<file path="src/rtl/scc_pkg.sv">
package scc_pkg;

    typedef enum logic {
        PICK_FIXED       = 1'b0,
        PICK_ROUND_ROBIN = 1'b1
    } pick_mode_e;

    // Kind of a unit as a function of its index.
    function automatic int unsigned unit_kind(int unsigned idx, int unsigned kinds);
        return idx % kinds;
    endfunction

    // Width needed to encode a kind number (at least one bit).
    function automatic int unsigned kind_width(int unsigned kinds);
        return (kinds > 1) ? $clog2(kinds) : 1;
    endfunction

endpackage

</file>
<file path="src/rtl/scc_unit_slot.sv">
module scc_unit_slot #(
    parameter int NUM_SHADOWS = 3
) (
    input  logic                   clk,
    input  logic                   rst,
    input  logic                   load,
    input  logic [NUM_SHADOWS-1:0] load_mask,
    input  logic [NUM_SHADOWS-1:0] shadow_ok,
    input  logic [NUM_SHADOWS-1:0] shadow_kill,
    input  logic                   done_in,
    input  logic                   write_grant,
    output logic                   busy,
    output logic                   release_req,
    output logic [NUM_SHADOWS-1:0] shadow_q
);

    typedef struct packed {
        logic                   busy;
        logic                   done;
        logic [NUM_SHADOWS-1:0] shadow;
    } slot_t;

    slot_t state_q, state_d;
    logic  load_squashed;
    logic  held_killed;

    assign load_squashed = |(load_mask & shadow_kill);
    assign held_killed   = |(state_q.shadow & shadow_kill);

    always_comb begin
        state_d = state_q;
        if (load) begin
            state_d.busy   = !load_squashed;
            state_d.done   = 1'b0;
            state_d.shadow = load_squashed ? '0 : (load_mask & ~shadow_ok);
        end else if (state_q.busy) begin
            if (write_grant || held_killed) begin
                state_d = '0;
            end else begin
                state_d.shadow = state_q.shadow & ~shadow_ok;
                state_d.done   = state_q.done | done_in;
            end
        end
    end

    always_ff @(posedge clk) begin
        if (rst) begin
            state_q <= '0;
        end else begin
            state_q <= state_d;
        end
    end

    assign busy        = state_q.busy;
    assign shadow_q    = state_q.shadow;
    assign release_req = state_q.busy & state_q.done & ~|state_q.shadow;

endmodule

</file>
<file path="src/rtl/scc_issue_select.sv">
module scc_issue_select #(
    parameter int NUM_UNITS = 4,
    parameter int NUM_TYPES = 2,
    parameter int TYPE_W    = 1
) (
    input  logic                 issue_valid,
    input  logic [TYPE_W-1:0]    issue_type,
    input  logic [NUM_UNITS-1:0] busy,
    output logic [NUM_UNITS-1:0] grant,
    output logic                 stall
);

    logic [NUM_UNITS-1:0] kind_match;
    logic [NUM_UNITS-1:0] idle_match;

    for (genvar i = 0; i < NUM_UNITS; i++) begin : g_kind
        assign kind_match[i] =
            (issue_type == TYPE_W'(scc_pkg::unit_kind(i, NUM_TYPES)));
    end

    assign idle_match = kind_match & ~busy;
    assign grant      = issue_valid ? (idle_match & (~idle_match + NUM_UNITS'(1))) : '0;
    assign stall      = issue_valid & ~|idle_match;

endmodule

</file>
<file path="src/rtl/scc_write_picker.sv">
module scc_write_picker #(
    parameter int                NUM_UNITS = 4,
    parameter scc_pkg::pick_mode_e MODE    = scc_pkg::PICK_ROUND_ROBIN
) (
    input  logic                 clk,
    input  logic                 rst,
    input  logic [NUM_UNITS-1:0] req,
    output logic [NUM_UNITS-1:0] grant
);

    localparam int PTR_W = (NUM_UNITS > 1) ? $clog2(NUM_UNITS) : 1;

    if (MODE == scc_pkg::PICK_ROUND_ROBIN) begin : g_rr
        logic [PTR_W-1:0]     ptr_q;
        logic [PTR_W-1:0]     win_idx;
        logic [NUM_UNITS-1:0] at_or_above;
        logic [NUM_UNITS-1:0] upper;
        logic [NUM_UNITS-1:0] source;

        always_comb begin
            for (int i = 0; i < NUM_UNITS; i++) begin
                at_or_above[i] = (i >= int'(ptr_q));
            end
        end

        assign upper  = req & at_or_above;
        assign source = (|upper) ? upper : req;
        assign grant  = source & (~source + NUM_UNITS'(1));

        always_comb begin
            win_idx = '0;
            for (int i = 0; i < NUM_UNITS; i++) begin
                if (grant[i]) win_idx = PTR_W'(i);
            end
        end

        always_ff @(posedge clk) begin
            if (rst) begin
                ptr_q <= '0;
            end else if (|grant) begin
                ptr_q <= (win_idx == PTR_W'(NUM_UNITS - 1)) ? '0 : win_idx + PTR_W'(1);
            end
        end
    end else begin : g_fixed
        assign grant = req & (~req + NUM_UNITS'(1));
    end

endmodule

</file>
<file path="src/rtl/shadow_commit_ctrl.sv">
module shadow_commit_ctrl #(
    parameter int                  NUM_UNITS   = 4,
    parameter int                  NUM_SHADOWS = 3,
    parameter int                  NUM_TYPES   = 2,
    parameter scc_pkg::pick_mode_e PICK_MODE   = scc_pkg::PICK_ROUND_ROBIN,
    localparam int                 TYPE_W      = scc_pkg::kind_width(NUM_TYPES)
) (
    input  logic                   clk,
    input  logic                   rst,
    input  logic                   issue_valid,
    input  logic [TYPE_W-1:0]      issue_type,
    input  logic [NUM_SHADOWS-1:0] issue_mask,
    output logic [NUM_UNITS-1:0]   issue_grant,
    output logic                   issue_stall,
    input  logic [NUM_SHADOWS-1:0] shadow_ok,
    input  logic [NUM_SHADOWS-1:0] shadow_kill,
    input  logic [NUM_UNITS-1:0]   done,
    output logic [NUM_UNITS-1:0]   release_req,
    output logic [NUM_UNITS-1:0]   go_write,
    output logic [NUM_UNITS-1:0]   busy
);

    localparam int SH_BITS = NUM_UNITS * NUM_SHADOWS;

    logic [SH_BITS-1:0] unit_shadow;

    scc_issue_select #(
        .NUM_UNITS (NUM_UNITS),
        .NUM_TYPES (NUM_TYPES),
        .TYPE_W    (TYPE_W)
    ) u_select (
        .issue_valid (issue_valid),
        .issue_type  (issue_type),
        .busy        (busy),
        .grant       (issue_grant),
        .stall       (issue_stall)
    );

    for (genvar u = 0; u < NUM_UNITS; u++) begin : g_slot
        scc_unit_slot #(
            .NUM_SHADOWS (NUM_SHADOWS)
        ) u_slot (
            .clk         (clk),
            .rst         (rst),
            .load        (issue_grant[u]),
            .load_mask   (issue_mask),
            .shadow_ok   (shadow_ok),
            .shadow_kill (shadow_kill),
            .done_in     (done[u]),
            .write_grant (go_write[u]),
            .busy        (busy[u]),
            .release_req (release_req[u]),
            .shadow_q    (unit_shadow[u*NUM_SHADOWS +: NUM_SHADOWS])
        );
    end

    scc_write_picker #(
        .NUM_UNITS (NUM_UNITS),
        .MODE      (PICK_MODE)
    ) u_picker (
        .clk   (clk),
        .rst   (rst),
        .req   (release_req),
        .grant (go_write)
    );

endmodule

</file>
<file path="config.mk">
export PLATFORM = sky130hd
export DESIGN_NAME = shadow_commit_ctrl
export DESIGN_NICKNAME = d
export VERILOG_FILES = /design/src/rtl/scc_pkg.sv /design/src/rtl/scc_unit_slot.sv /design/src/rtl/scc_issue_select.sv /design/src/rtl/scc_write_picker.sv /design/src/rtl/shadow_commit_ctrl.sv
export SDC_FILE = /design/constraint.sdc
export NUM_CORES = 1
export LEC_CHECK = 0
export ABC_AREA = 1
export BUFFER_PORTS_ARGS = -buffer_cell sky130_fd_sc_hd__clkbuf_2
export CAP_MARGIN = 20
export CELL_PAD_IN_SITES_DETAIL_PLACEMENT = 0
export CELL_PAD_IN_SITES_GLOBAL_PLACEMENT = 1
export CORE_MARGIN = 1.5
export CORE_UTILIZATION = 37
export DETAILED_ROUTE_END_ITERATION = 12
export PLACE_DENSITY_LB_ADDON = 0.3
export SLEW_MARGIN = 15
export SYNTH_ARGS = -nofsm -noshare
export SYNTH_HDL_FRONTEND = slang
export SYNTH_SLANG_ARGS = --single-unit
</file>
<file path="constraint.sdc">
create_clock -name clk -period 1.8 [get_ports clk]
set_input_delay 0.09 -clock clk [delete_from_list [all_inputs] [get_ports clk]]
set_output_delay 0.09 -clock clk [all_outputs]
set_load 0.02 [all_outputs]
</file>
==> results.tsv, run 1 <==
metric	value	unit
antenna violations before repair	0	
R2R depth	11	
pwr/cell area	597	nW/um^2
core box area	3970	um^2
latest clock arrival within the worst-skew pair	0.27	ns
CTS buffer count	3	
DR iter-0 viols	71	
GRT Util Overall	0.205	
CTS root buf	clkbuf_8	
post-synthesis sequential area ratio	0.292	
slowest stage delay, CP	0.38	ns
pin count of the biggest net entering global routing	19	
TritonCTS clock tree	done	
WP data arrival	1.66	ns
Setup CP Type	register to output port	
Hold Vio Cnt, Final	0	
Distinct cells, synth	22	
Die Wd	66.8	um
flop-to-flop setup slack	0.07	ns
cts hold-fix bufs	0	
Mapped Nets	255	
Worst setup SP type	register	
RSZ-0062 raised after global routing	yes	
Syn-to-layout area delta	25.7	%
Sink Count	22	
Yosys top cell area share	0.292	
I/O Buffers	33	
largest cells by area after synthesis	dfxtp_1 29%, inv_1 13%, nand2_1 10%	
hold_ws	0.0999	ns
Pwr Total	0.00113	W
status	finished clean	
Clk pin slew, worst setup/hold paths	0.09	ns
DP HPWL	3320	um
hold path depth	3	
Final #Nets	292	
WL/cell	13.5	um
CP Data Required Time	1.71	ns
row count	23	
Pins Over Slew Limit	0	
Synth Area per Inst	6.33	um^2
Tmin final	1.75	ns
GRT overflow	0	
DR vias/cell	4.90	
Post-DRT Antenna Nets	0	
area of the multi-input gates	790	um^2
number of global-route vias before repair	1398	
R2R Path End	g_slot[0].u_slot.shadow_q[2]$_SDFFE_PP0P_	
Max VDD drop	0.263	mV
Crit. path cell count	9	
Reg2Reg Launch Point	g_slot[2].u_slot.shadow_q[0]$_SDFFE_PP0P_	
CP Max Fanout	6	
first-pass GRT wire length	6820	um
vias post-DR	1587	
Final Cycle Share	0.973	
Layout Skew	0.00560	ns
worst-margin pin slew	0.539	ns
worst hold path endpoint	g_slot[0].u_slot.state_q[3]$_SDFFE_PP0P_	
DRC viols	0	
IO Count	34	
die height	66.8	um
share of cells above drive strength 1	0.314	
Antenna Cells	0	
Yosys warning count	0	
Max Cap Viol	0	
Yosys reg bits	22	
DRT Wirelength	4370	um
Max clock buf depth	2	
Filler Cell Count	438	
Max transition margin	0.640	
crit path buf inv count	3	
Synth area leader	dfxtp_1	
DR pass1 iterations	4	
Cell Chain, Critical Path	nand2_1 -> nand4_1 -> nand2_2 -> o21bai_1 -> nand2_2 -> inv_1 -> nand2_4 -> inv_1 -> buf_2	
die area	4470	um^2
register area	454	um^2
Achievable Freq	571	MHz
Final setup viols	0	
Synth Cell Area	1510	um^2
Cells after Synth	238	
critical path endpoint category	output port	
Worst path top cell family by delay	simple AND/OR/NAND/NOR gates	
hold wc startpoint	done[0]	
initial cell density of the core	0.380	
leakage power	0.877	nW
CP max-delay cell	dfxtp_2	
class of the worst hold path	input pin to register	
H-Tree Depth	1	
Placer Congestion	0.875	
==> cell usage in the layout (no fill, tap or decap), types with 2 or more instances in the layout <==
cell,synthesis,routed
a21oi_1,23,23
nand3_2,3,3
clkbuf_2,0,29
a221oi_1,3,3
nand3_4,0,2
a22oi_1,3,3
inv_2,1,4
buf_4,16,16
clkbuf_8,0,3
nor2_4,0,2
nor2_2,4,5
nor2_1,21,18
nand4_1,6,6
nand2_2,3,4
dfxtp_1,22,13
nand3_1,14,12
o211ai_1,5,5
buf_6,0,4
inv_1,53,50
nor3_1,4,4
o22ai_1,9,9
dfxtp_2,0,8
o21ai_0,2,2
nand2_1,41,39
==> registers in the layout, indices dropped and copies added (netlist names) <==
| signal | flops |
|---|---|
| g_slot.u_slot.shadow_q | 12 |
| g_slot.u_slot.state_q | 4 |
| g_slot.u_slot.busy | 4 |
| u_picker.g_rr.ptr_q | 2 |
==> synth_stat cells (all sizes together) <==
cell and n:
o211ai 5, o21ai 2, a221oi 3, clkbuf 2
inv 54, a22oi 3, o21bai 2, buf 16
dfxtp 22, nor2 25, nand2 44, a21oi 24
nor3 4, o22ai 9, nand3 17, nand4 6
==> cell families after synthesis <==
kind of cell | Yosys count | synth area share
and+or+nand+nor | 96 | 0.288
buffers and inverters | 72 | 0.219
AOI/OAI and AO/OA | 48 | 0.201
DFF | 22 | 0.292
==> worst min-delay path, cell delays in order <==
cell      delay [ns]
clkbuf_2        0.07
o211ai_1        0.07
a21oi_1         0.11
==> worst max-delay path by stage <==
stage                                                   start                                to  slack (ns)
floorplan                    g_slot[0].u_slot.busy$_SDFF_PP0_                       go_write[3]        0.38
global placement    g_slot[3].u_slot.shadow_q[2]$_SDFFE_PP0P_                       go_write[3]        0.19
detailed placement  g_slot[3].u_slot.shadow_q[2]$_SDFFE_PP0P_  g_slot[3].u_slot.busy$_SDFF_PP0_        0.19
CTS                  g_slot[2].u_slot.state_q[3]$_SDFFE_PP0P_                       go_write[2]      -0.006
global route        g_slot[2].u_slot.shadow_q[0]$_SDFFE_PP0P_                       go_write[2]       -0.05
finish                    u_picker.g_rr.ptr_q[0]$_SDFFE_PP0P_                       go_write[1]        0.05
==> layer usage <==
| layer | GRT usage | part of all wire | up-vias |
|---|---|---|---|
| li1 | - | - | 826 |
| met1 | 0.284 | 0.47 | 706 |
| met2 | 0.335 | 0.47 | 48 |
| met3 | 0.0270 | 0.047 | 7 |
| met4 | 0.0510 | 0.012 | 0 |
| met5 | 0 | 0 | - |
==> metrics by stage <==
stage / setup TNS [ns] / instances / utilization / setup WS, ns / area (um^2)
final: 0 / 324 / 0.477 / 0.0493 / 1900
after global routing: -0.244 / 324 / 0.477 / -0.0474 / 1900
after CTS: -0.00692 / 314 / 0.439 / -0.00588 / 1740
after detailed placement: 0 / 307 / 0.412 / 0.195 / 1640
after global placement: 0 / 307 / 0.412 / 0.189 / 1640
after floorplan: 0 / 238 / - / 0.379 / 1510
==> timing repair <==
| item | CTS | global route |
|---|---|---|
| setup buffers | 3 | 10 |
| hold endpoints to repair | 0 | 0 |
| pin swaps | 2 | 11 |
| gates resized for setup | 4 | 32 |
| setup endpoints to repair | 3 | 5 |
==> power breakdown <==
group          switching, W  internal [W]  total (W)
Clock              0.000187      0.000298   0.000485
Combinational     0.0000980     0.0000492   0.000147
Sequential       0.00000665      0.000493   0.000500
Total              0.000292      0.000840    0.00113
==> cell type report <==
type,count,area share
tap,50,0.0330
clock buffer,3,0.0218
sequential,22,0.240
timing repair buffer,50,0.166
clock inverter,1,0.0158
inverter,54,0.107
multi-input combinational,144,0.417
Note: power is estimated with default switching activity, not from simulation.
==> run 2, diff against run 1 <==
Settings changed: HOLD_SLACK_MARGIN from default to 0.12, REMOVE_ABC_BUFFERS from default to 1.
==> results.tsv, run 2 (synthesis gave the netlist of run 1 again) <==
metric	value	unit	change
Max VDD drop	0.257	mV	-2.6%
Final #Nets	291		-0.34%
row count	23		unchanged
I/O Buffers	33		unchanged
WP data arrival	1.64	ns	-0.02 ns
status	finished clean		
class of the worst hold path	input pin to register		
Max Cap Viol	0		unchanged
Pins Over Slew Limit	0		unchanged
Die Wd	66.8	um	unchanged
antenna violations before repair	0		unchanged
flop-to-flop setup slack	0.10	ns	+0.03 ns
hold path depth	3		unchanged
cell total after placement	306		-0.33%
Max transition margin	0.614		-0.0264
die area	4470	um^2	unchanged
final setup margin	0.0661	ns	+0.0169 ns
pwr/cell area	541	nW/um^2	-9.4%
Clk pin slew, worst setup/hold paths	0.09	ns	about the same
Final Cycle Share	0.963		-0.00937
share of cells above drive strength 1	0.304		-0.00984
Worst setup SP type	register		
die height	66.8	um	unchanged
CTS buffer count	3		unchanged
CTS root buf	clkbuf_8		
commonest non-fill, non-tap cells in the layout	51 x inv_1, 39 x nand2_1, 30 x clkbuf_2		
worst hold path endpoint	g_slot[0].u_slot.state_q[3]$_SDFFE_PP0P_		
Setup CP Type	register to output port		
most frequent CP cell	buf_6		
latest clock arrival within the worst-skew pair	0.27	ns	about the same
hold wc startpoint	done[0]		
Antenna Cells	0		unchanged
Max clock buf depth	2		unchanged
Final setup viols	0		unchanged
Sink Count	22		unchanged
GRT overflow	0		unchanged
number of global-route vias before repair	1412		+1.0%
H-Tree Depth	1		unchanged
CP Max Fanout	5		-1
Reg2Reg Launch Point	g_slot[1].u_slot.shadow_q[2]$_SDFFE_PP0P_		
RSZ-0062 raised after global routing	yes		
WL/cell	13.3	um	-1.4%
pin count of the biggest net entering global routing	19		unchanged
R2R Path End	g_slot[0].u_slot.shadow_q[0]$_SDFFE_PP0P_		
core box area	3970	um^2	unchanged
worst-margin pin slew	0.579	ns	+0.0397 ns
DR iter-0 viols	75		+5.6%
initial cell density of the core	0.380		unchanged
TritonCTS clock tree	done		
Tmin final	1.73	ns	-0.0169 ns
max reg flops	12		unchanged
CP Data Required Time	1.71	ns	about the same
DP HPWL	3210	um	-3.3%
R2R depth	11		unchanged
crit path buf inv count	3		unchanged
leakage power	0.866	nW	-1.3%
DR pass1 iterations	4		unchanged
first-pass GRT wire length	6780	um	-0.62%
GRT Util Overall	0.205		about the same
DRT Wirelength	4290	um	-1.7%
DRC viols	0		unchanged
IO Count	34		unchanged
slowest stage delay, CP	0.34	ns	-0.04 ns
critical path endpoint category	output port		
Placer Congestion	0.839		-4.1%
Layout Skew	0.00787	ns	+0.00227 ns
Hold Vio Cnt, Final	0		unchanged
Layout Cells excl Fill	323		-0.31%
Post-DRT Antenna Nets	0		unchanged
DR vias/cell	4.98		+1.6%
commonest non-fill, non-tap cell in the layout	inv_1		
Syn-to-layout area delta	24.2	%	
Worst path top cell family by delay	simple AND/OR/NAND/NOR gates		
Achievable Freq	577	MHz	+0.97%
CP max-delay cell	dfxtp_1		
Cell Chain, Critical Path	nor2_1 -> nand3_2 -> nand2_2 -> nor2_2 -> o21bai_4 -> buf_6 -> inv_1 -> buf_6		
DP Worst Slack	0.151	ns	-0.0439 ns
vias post-DR	1608		+1.3%
run 2: layer usage:
metal  share of wire  vias to the layer above  track usage
li1                -                      820            -
met1            0.47                      728        0.288
met2            0.45                       54        0.311
met3           0.062                        6       0.0304
met4           0.016                        0       0.0816
met5               0                        -            0
run 2: how the worst max path moves through the flow:
stage,start,end,slack (ns),cells past startpoint
5_1_grt,g_slot[3].u_slot.shadow_q[2]$_SDFFE_PP0P_,go_write[0],-0.05,8
3_3_place_gp,g_slot[1].u_slot.busy$_SDFF_PP0_,go_write[3],0.17,9
2_1_floorplan,g_slot[1].u_slot.busy$_SDFF_PP0_,g_slot[1].u_slot.shadow_q[0]$_SDFFE_PP0P_,0.15,6
6_report,g_slot[1].u_slot.shadow_q[2]$_SDFFE_PP0P_,go_write[0],0.07,8
3_5_place_dp,g_slot[1].u_slot.busy$_SDFF_PP0_,go_write[3],0.15,9
4_1_cts,g_slot[0].u_slot.state_q[3]$_SDFFE_PP0P_,go_write[2],0.009,9
run 2: tightest hold or removal path, delay by kind of cell:
| family | cells | cell delay, ns |
|---|---|---|
| compound gates | 2 | 0.18 |
| buf+inv | 1 | 0.08 |
run 2: power by group:
part / switching, W / leakage (nW) / internal, W
clock: 0.000168 / 0.0288 / 0.000195
sequential: 0.00000758 / 0.183 / 0.000494
combinational: 0.0000982 / 0.654 / 0.0000503
total: 0.000273 / 0.866 / 0.000740
run 2: through the flow:
stage	utilization	total power [W]	hold WS, ns	setup TNS [ns]	cell area, um^2
2_1_floorplan	-	0.000583	0.152	0	1380
3_3_place_gp	0.411	0.000656	0.386	0	1630
3_5_place_dp	0.411	0.000654	0.383	0	1630
4_1_cts	0.435	0.00102	0.122	0	1730
5_1_grt	0.472	0.00106	0.149	-0.299	1870
6_report	0.472	0.00101	0.123	0	1870
run 2: what timing repair did:
| item | CTS | global route |
|---|---|---|
| hold buffers | 2 | 0 |
| resized for setup | 2 | 32 |
| setup endpoints to repair | 3 | 5 |
| hold endpoints to repair | 2 | 0 |
| pin swaps | 1 | 8 |
| buffers inserted | 2 | 9 |
run 2: final cells by class:
cell class,instances,area [um^2]
Timing Repair Buffer,49,313
Inverter,54,203
Fill cell,433,2100
Sequential cell,22,455
Multi-Input combinational cell,144,785
Tap cell,50,62.6
Clock buffer,4,55.1
